`config.mk`:
```
export PLATFORM = sky130hd
export DESIGN_NAME = tdm_slot_arbiter
export DESIGN_NICKNAME = d
export VERILOG_FILES = /design/src/rtl/tdm_arb_pkg.sv /design/src/rtl/tdm_slot_table.sv /design/src/rtl/tdm_grant_pick.sv /design/src/rtl/tdm_slot_arbiter.sv
export SDC_FILE = /design/constraint.sdc
export NUM_CORES = 1
export LEC_CHECK = 0
export ABC_AREA = 1
export CAP_MARGIN = 20
export CORE_MARGIN = 3
export CORE_UTILIZATION = 43
export CTS_BUF_LIST = sky130_fd_sc_hd__clkbuf_8
export CTS_CLUSTER_DIAMETER = 120
export DETAILED_ROUTE_END_ITERATION = 10
export DONT_BUFFER_PORTS = 1
export HOLD_SLACK_MARGIN = 0.15
export PLACE_DENSITY = 0.7
export REMOVE_ABC_BUFFERS = 1
export SETUP_SLACK_MARGIN = 0.05
export SLEW_MARGIN = 5
export SYNTH_ARGS = -nofsm -noshare
export SYNTH_HDL_FRONTEND = slang
export SYNTH_SLANG_ARGS = --single-unit
```
`constraint.sdc`:
```
create_clock -name clk -period 6.55 [get_ports clk]
set_input_delay 0.655 -clock clk [delete_from_list [all_inputs] [get_ports clk]]
set_output_delay 0.655 -clock clk [all_outputs]
set_load 0.01 [all_outputs]
```
`src/rtl/tdm_arb_pkg.sv`:
```
package tdm_arb_pkg;

    // Default geometry of the arbiter
    parameter int unsigned NUM_CLIENTS = 14;
    parameter int unsigned NUM_SLOTS   = 64;
    parameter int unsigned NUM_REGIONS = 2;

    localparam int unsigned CLIENT_W = $clog2(NUM_CLIENTS);
    localparam int unsigned SLOT_W   = $clog2(NUM_SLOTS);

    // Region select encoding on the write port
    typedef enum logic {
        REGION_EXT = 1'b0,
        REGION_INT = 1'b1
    } region_e;

endpackage

```
`src/rtl/tdm_slot_table.sv`:
```
module tdm_slot_table #(
    parameter int unsigned NCLI  = tdm_arb_pkg::NUM_CLIENTS,
    parameter int unsigned NSLOT = tdm_arb_pkg::NUM_SLOTS,
    localparam int unsigned CW   = $clog2(NCLI),
    localparam int unsigned SW   = $clog2(NSLOT)
) (
    input  logic          clk,
    input  logic          rst_n,
    input  logic          wr_en,
    input  logic [SW-1:0] wr_slot,
    input  logic [CW-1:0] wr_client,
    output logic [CW-1:0] owner
);

    localparam logic [CW-1:0] LAST_CLI  = CW'(NCLI - 1);
    localparam logic [SW-1:0] LAST_SLOT = SW'(NSLOT - 1);

    typedef struct packed {
        logic [NSLOT-1:0][CW-1:0] tbl;
        logic [SW-1:0]            ptr;
    } tbl_state_t;

    tbl_state_t state_d, state_q;
    logic       wr_ok;

    always_comb begin
        state_d = state_q;
        wr_ok   = wr_en && (wr_client <= LAST_CLI) && (wr_slot <= LAST_SLOT);
        if (wr_ok) begin
            state_d.tbl[wr_slot] = wr_client;
        end
        if (state_q.ptr == LAST_SLOT) begin
            state_d.ptr = '0;
        end else begin
            state_d.ptr = state_q.ptr + SW'(1);
        end
    end

    always_ff @(posedge clk or negedge rst_n) begin
        if (!rst_n) begin
            state_q <= '0;
        end else begin
            state_q <= state_d;
        end
    end

    assign owner = state_q.tbl[state_q.ptr];

    // pointer steps by one each cycle
    a_r2_ptr_step: assert property (@(posedge clk) disable iff (!rst_n)
        (state_q.ptr != LAST_SLOT) |=> (state_q.ptr == $past(state_q.ptr) + SW'(1)));

    // pointer wraps to the first slot
    a_r2_ptr_wrap: assert property (@(posedge clk) disable iff (!rst_n)
        (state_q.ptr == LAST_SLOT) |=> (state_q.ptr == '0));

    // accepted write is stored at the addressed slot
    a_r7_write_lands: assert property (@(posedge clk) disable iff (!rst_n)
        (wr_en && wr_client <= LAST_CLI && wr_slot <= LAST_SLOT)
        |=> (state_q.tbl[$past(wr_slot)] == $past(wr_client)));

    // out-of-range client leaves the table untouched
    a_r8_bad_client_dropped: assert property (@(posedge clk) disable iff (!rst_n)
        (wr_en && wr_client > LAST_CLI) |=> $stable(state_q.tbl));

endmodule

```
`src/rtl/tdm_grant_pick.sv`:
```
module tdm_grant_pick #(
    parameter int unsigned NCLI = tdm_arb_pkg::NUM_CLIENTS,
    localparam int unsigned CW  = $clog2(NCLI),
    localparam int unsigned EXT = 2 ** CW
) (
    input  logic            clk,
    input  logic            rst_n,
    input  logic [NCLI-1:0] req,
    input  logic [CW-1:0]   owner,
    output logic [NCLI-1:0] gnt
);

    typedef struct packed {
        logic [NCLI-1:0] gnt;
    } pick_state_t;

    pick_state_t     state_d, state_q;
    logic [EXT-1:0]  req_ext;
    logic [NCLI-1:0] owner_vec;
    logic [NCLI-1:0] low_vec;

    assign req_ext = EXT'(req);

    always_comb begin
        owner_vec = '0;
        for (int i = 0; i < int'(NCLI); i++) begin
            if (CW'(i) == owner) begin
                owner_vec[i] = 1'b1;
            end
        end
        // fixed fallback: lowest requesting index wins
        low_vec = '0;
        for (int i = int'(NCLI) - 1; i >= 0; i--) begin
            if (req[i]) begin
                low_vec    = '0;
                low_vec[i] = 1'b1;
            end
        end
        state_d = state_q;
        if (req_ext[owner]) begin
            state_d.gnt = owner_vec;
        end else begin
            state_d.gnt = low_vec;
        end
    end

    always_ff @(posedge clk or negedge rst_n) begin
        if (!rst_n) begin
            state_q <= '0;
        end else begin
            state_q <= state_d;
        end
    end

    assign gnt = state_q.gnt;

    // never more than one grant
    a_r6_onehot: assert property (@(posedge clk) disable iff (!rst_n)
        $onehot0(state_q.gnt));

    // idle requests give an empty grant
    a_r5_idle_no_grant: assert property (@(posedge clk) disable iff (!rst_n)
        (req == '0) |=> (state_q.gnt == '0));

    // requesting owner takes its slot
    a_r3_owner_wins: assert property (@(posedge clk) disable iff (!rst_n)
        req_ext[owner] |=> (state_q.gnt == (NCLI'(1) << $past(owner))));

    // fallback picks a requester with no lower requester
    a_r4_lowest_fallback: assert property (@(posedge clk) disable iff (!rst_n)
        (req != '0 && !req_ext[owner])
        |=> (state_q.gnt != '0
             && (state_q.gnt & $past(req)) == state_q.gnt
             && ((state_q.gnt - NCLI'(1)) & $past(req)) == '0));

endmodule

```
`src/rtl/tdm_slot_arbiter.sv`:
```
module tdm_slot_arbiter #(
    parameter int unsigned NCLI  = tdm_arb_pkg::NUM_CLIENTS,
    parameter int unsigned NSLOT = tdm_arb_pkg::NUM_SLOTS,
    localparam int unsigned CW   = $clog2(NCLI),
    localparam int unsigned SW   = $clog2(NSLOT),
    localparam int unsigned NREG = tdm_arb_pkg::NUM_REGIONS
) (
    input  logic            clk,
    input  logic            rst_n,
    input  logic            cfg_we,
    input  logic            cfg_region,
    input  logic [SW-1:0]   cfg_slot,
    input  logic [CW-1:0]   cfg_client,
    input  logic [NCLI-1:0] ext_req,
    input  logic [NCLI-1:0] int_req,
    output logic [NCLI-1:0] ext_gnt,
    output logic [NCLI-1:0] int_grant
);

    logic [NREG-1:0][NCLI-1:0] req_arr;
    logic [NREG-1:0][NCLI-1:0] gnt_arr;
    logic [NREG-1:0][CW-1:0]   owner_arr;
    logic [NREG-1:0]           wr_sel;

    assign req_arr[tdm_arb_pkg::REGION_EXT] = ext_req;
    assign req_arr[tdm_arb_pkg::REGION_INT] = int_req;
    assign ext_gnt   = gnt_arr[tdm_arb_pkg::REGION_EXT];
    assign int_grant = gnt_arr[tdm_arb_pkg::REGION_INT];

    for (genvar r = 0; r < int'(NREG); r++) begin : g_region
        assign wr_sel[r] = cfg_we && (cfg_region == 1'(r));

        tdm_slot_table #(
            .NCLI  (NCLI),
            .NSLOT (NSLOT)
        ) i_table (
            .clk       (clk),
            .rst_n     (rst_n),
            .wr_en     (wr_sel[r]),
            .wr_slot   (cfg_slot),
            .wr_client (cfg_client),
            .owner     (owner_arr[r])
        );

        tdm_grant_pick #(
            .NCLI (NCLI)
        ) i_pick (
            .clk   (clk),
            .rst_n (rst_n),
            .req   (req_arr[r]),
            .owner (owner_arr[r]),
            .gnt   (gnt_arr[r])
        );
    end

    // a write aimed at one region never strobes the other
    a_r9_single_region_write: assert property (@(posedge clk) disable iff (!rst_n)
        $onehot0(wr_sel));

endmodule

```
==> results_dict.tcl <==
set metrics [dict create \
    path_class "reg -> reg" \
    arrival_ns 5.18 \
    die_area_um2 63800 \
    fp.dieW_um 253 \
    rows 89 \
    htree_levels 3 \
    wire_per_inst_um 17.8 \
    final.setup_skew_ns 0.0342 \
    peakVddDrop_uv 140 \
    fin_ws_ns 1.98 \
    die_h_um 253 \
    start_kind "flip-flop" \
    synth_edf_count 0 \
    dr.pass1.iters 6 \
    busiest_layer "met2" \
    finish.utilization_pct 47.7 \
    grt_pass1_vias 21390 \
    num-nets-final 3333 \
    synth-seq-cells 552 \
    synth_top_area_cell "dfrtp_1" \
    via_count 22683 \
    max_freq_ghz 0.219 \
    slew_headroom_pct -20.9 \
    ys.flop_type "dfrtp_1" \
    drt_iter0_drc 2623 \
    clock_latency_ns 0.69 \
    start_util_pct 43.9 \
    async_reset_ff_share_pct 100 \
    fin_setup_tns_ns 0 \
    holdWs_ns -0.266 \
    p_total_w 0.00757 \
    grt_max_degree 553 \
    antenna_left 0 \
    period_needed_ns 4.57 \
    grtUsageMet1_pct 33.6 \
    syn-instance-count 3338 \
    tritoncts "done" \
    status "complete, but fails checks" \
    min_path_type "in -> async" \
    avgSynthCellArea_um2 7.83 \
    drv_cap 0 \
    crit_fanout 74 \
    via_per_inst 5.48 \
    clock_sinks 552 \
    yosysTopAreaCellShare_pct 52.8 \
    tightestPinTransition_ns 1.81 \
    gr-total-overflow 0 \
    postCtsSetupRepairBufs 0 \
    synth.top_cells.by_area "dfrtp_1, nand2_1, o21ai_0" \
    rsz0062_at_grt "false" \
    port_buffers 0 \
    end_kind "flip-flop" \
    ys_seq_area_share_pct 52.8 \
    slew_violations 258 \
    syn_to_final_growth_pct 8.74 \
    place_congestion 0.904 \
    root_buffer "clkbuf_8" \
    ys_types 33 \
    hpwl_mm 44.3 \
    ctsHoldBuffers 12 \
    grt_usage_pct 23.2 \
    required_ns 7.16 \
    violations "negative hold slack, max-slew violations" \
    clk_path_buf_depth 3 \
    synth.most_common_cell "nand2_1" \
    io_pins 70 \
    hold_violations 294 \
    netlist_area_um2 26200 \
    clk_pin_slew_worst_paths_ns 0.06 \
    routed_wl_mm 73.6 \
    powerDensity_nw_per_um2 266 \
    cts_resized 0 \
    grtUsageMet3_pct 4.06 \
    post-place-ws_ns 2.07 \
    gr-usage-met2_pct 35.2 \
    cts_inserted_buffers 95 \
    core_area_um2 59600 \
    grt_antenna_before_repair 1 \
    p_leak_nw 13.0 \
    period_share_pct 69.8 \
    grt_pass1_wl_mm 119 \
    drive_gt1_share_pct 5.94 \
    synth_commonest_cells "nand2_1, o21ai_0, dfrtp_1" \
    drc 0 \
    yosysWarnings 0 \
    final-setup-viol-count 0 \
]
-- cells by family (layout without fill, tap and decap cells) --
logic type / Yosys count / count (layout) / share of synthesized area (%)
multiplexers: 6 / 6 / 0.230
XOR/XNOR: 4 / 4 / 0.134
AO/OA/AOI/OAI: 791 / 791 / 15.7
other: 0 / 1 / 0
AND/OR/NAND/NOR: 1704 / 1704 / 25.9
adder cells (fa/ha/maj): 2 / 2 / 0.0957
buffers and inverters: 279 / 307 / 5.11
flip-flops: 552 / 552 / 52.8
-- worst max-delay path, stage by stage (launching register included) --
cell      delay, ns
dfrtp_4        0.88
clkinv_2       1.01
buf_4          0.64
nand2_1        0.11
nand2_1        0.05
a21oi_1        0.12
nand3_1        0.16
nand3_1        0.15
nand3_2        0.13
nand2_2        0.23
o21ai_1        0.09
nand2_1        0.07
nand2_1        0.05
nand2_1        0.06
nand2_2        0.19
nor2_4         0.32
nand2_1        0.11
nand2_1        0.09
-- report_power, final --
group / switching, W / internal (W)
sequential: 0.000141 / 0.00366
clock: 0.00144 / 0.00180
combinational: 0.000337 / 0.000187
total: 0.00192 / 0.00565
-- metrics by stage --
stage               area, µm²  std cells
floorplan               25200       3165
detailed placement      26300       3953
CTS                     28400       4139
global placement        26300       3953
finish                  28400       4140
global route            28400       4140
-- layout make-up --
| class | instances | area [µm²] |
|---|---|---|
| inverters | 106 | 412 |
| well taps | 773 | 967 |
| fillers | 5767 | 31100 |
| diodes | 1 | 2.50 |
| clock inverters | 47 | 253 |
| clock buffers | 127 | 1750 |
| repair buffers | 27 | 233 |
| flip-flops and latches | 552 | 13800 |
| multi-input cells | 2507 | 11000 |
-- registers in the layout, summed over array words and instances (netlist names) --
signal                    cells
g_region.i_pick.gnt          28
g_region.i_table.state_q    524
-- layer usage --
metal / part of all wire (%) / vias up
li1: - / 10888
met1: 45 / 10821
met2: 45 / 845
met3: 7.7 / 129
met4: 2.6 / 0
met5: 0 / -
-- cells in the final DEF (no fill, tap or decap), types with 15 or more instances in the layout --
| cell | n |
|---|---|
| a21oi_1 | 40 |
| nor2_1 | 293 |
| clkbuf_8 | 127 |
| nand3_1 | 190 |
| buf_4 | 15 |
| o211ai_1 | 27 |
| dfrtp_1 | 549 |
| inv_1 | 114 |
| nand2_1 | 1179 |
| o21ai_1 | 71 |
| o22ai_1 | 30 |
| o21ai_0 | 605 |
-- path summary, 6_finish.rpt --
path,startpoint,endpoint,slack (ns),cells past startpoint
max,g_region[1].i_table.state_q[0],g_region[1].i_pick.gnt[1],1.98,17
min,rst_n,g_region[0].i_table.state_q[87],-0.27,0
max reg2reg,g_region[1].i_table.state_q[0],g_region[1].i_pick.gnt[1],1.98,17
min reg2reg,g_region[0].i_table.state_q[193],g_region[0].i_table.state_q[193],0.48,2
max in group asynchronous,rst_n,g_region[1].i_table.state_q[0],5.20,0
min in group clk,int_req[9],g_region[1].i_pick.gnt[9],0.21,4
Note: power is estimated with default switching activity, not from simulation.
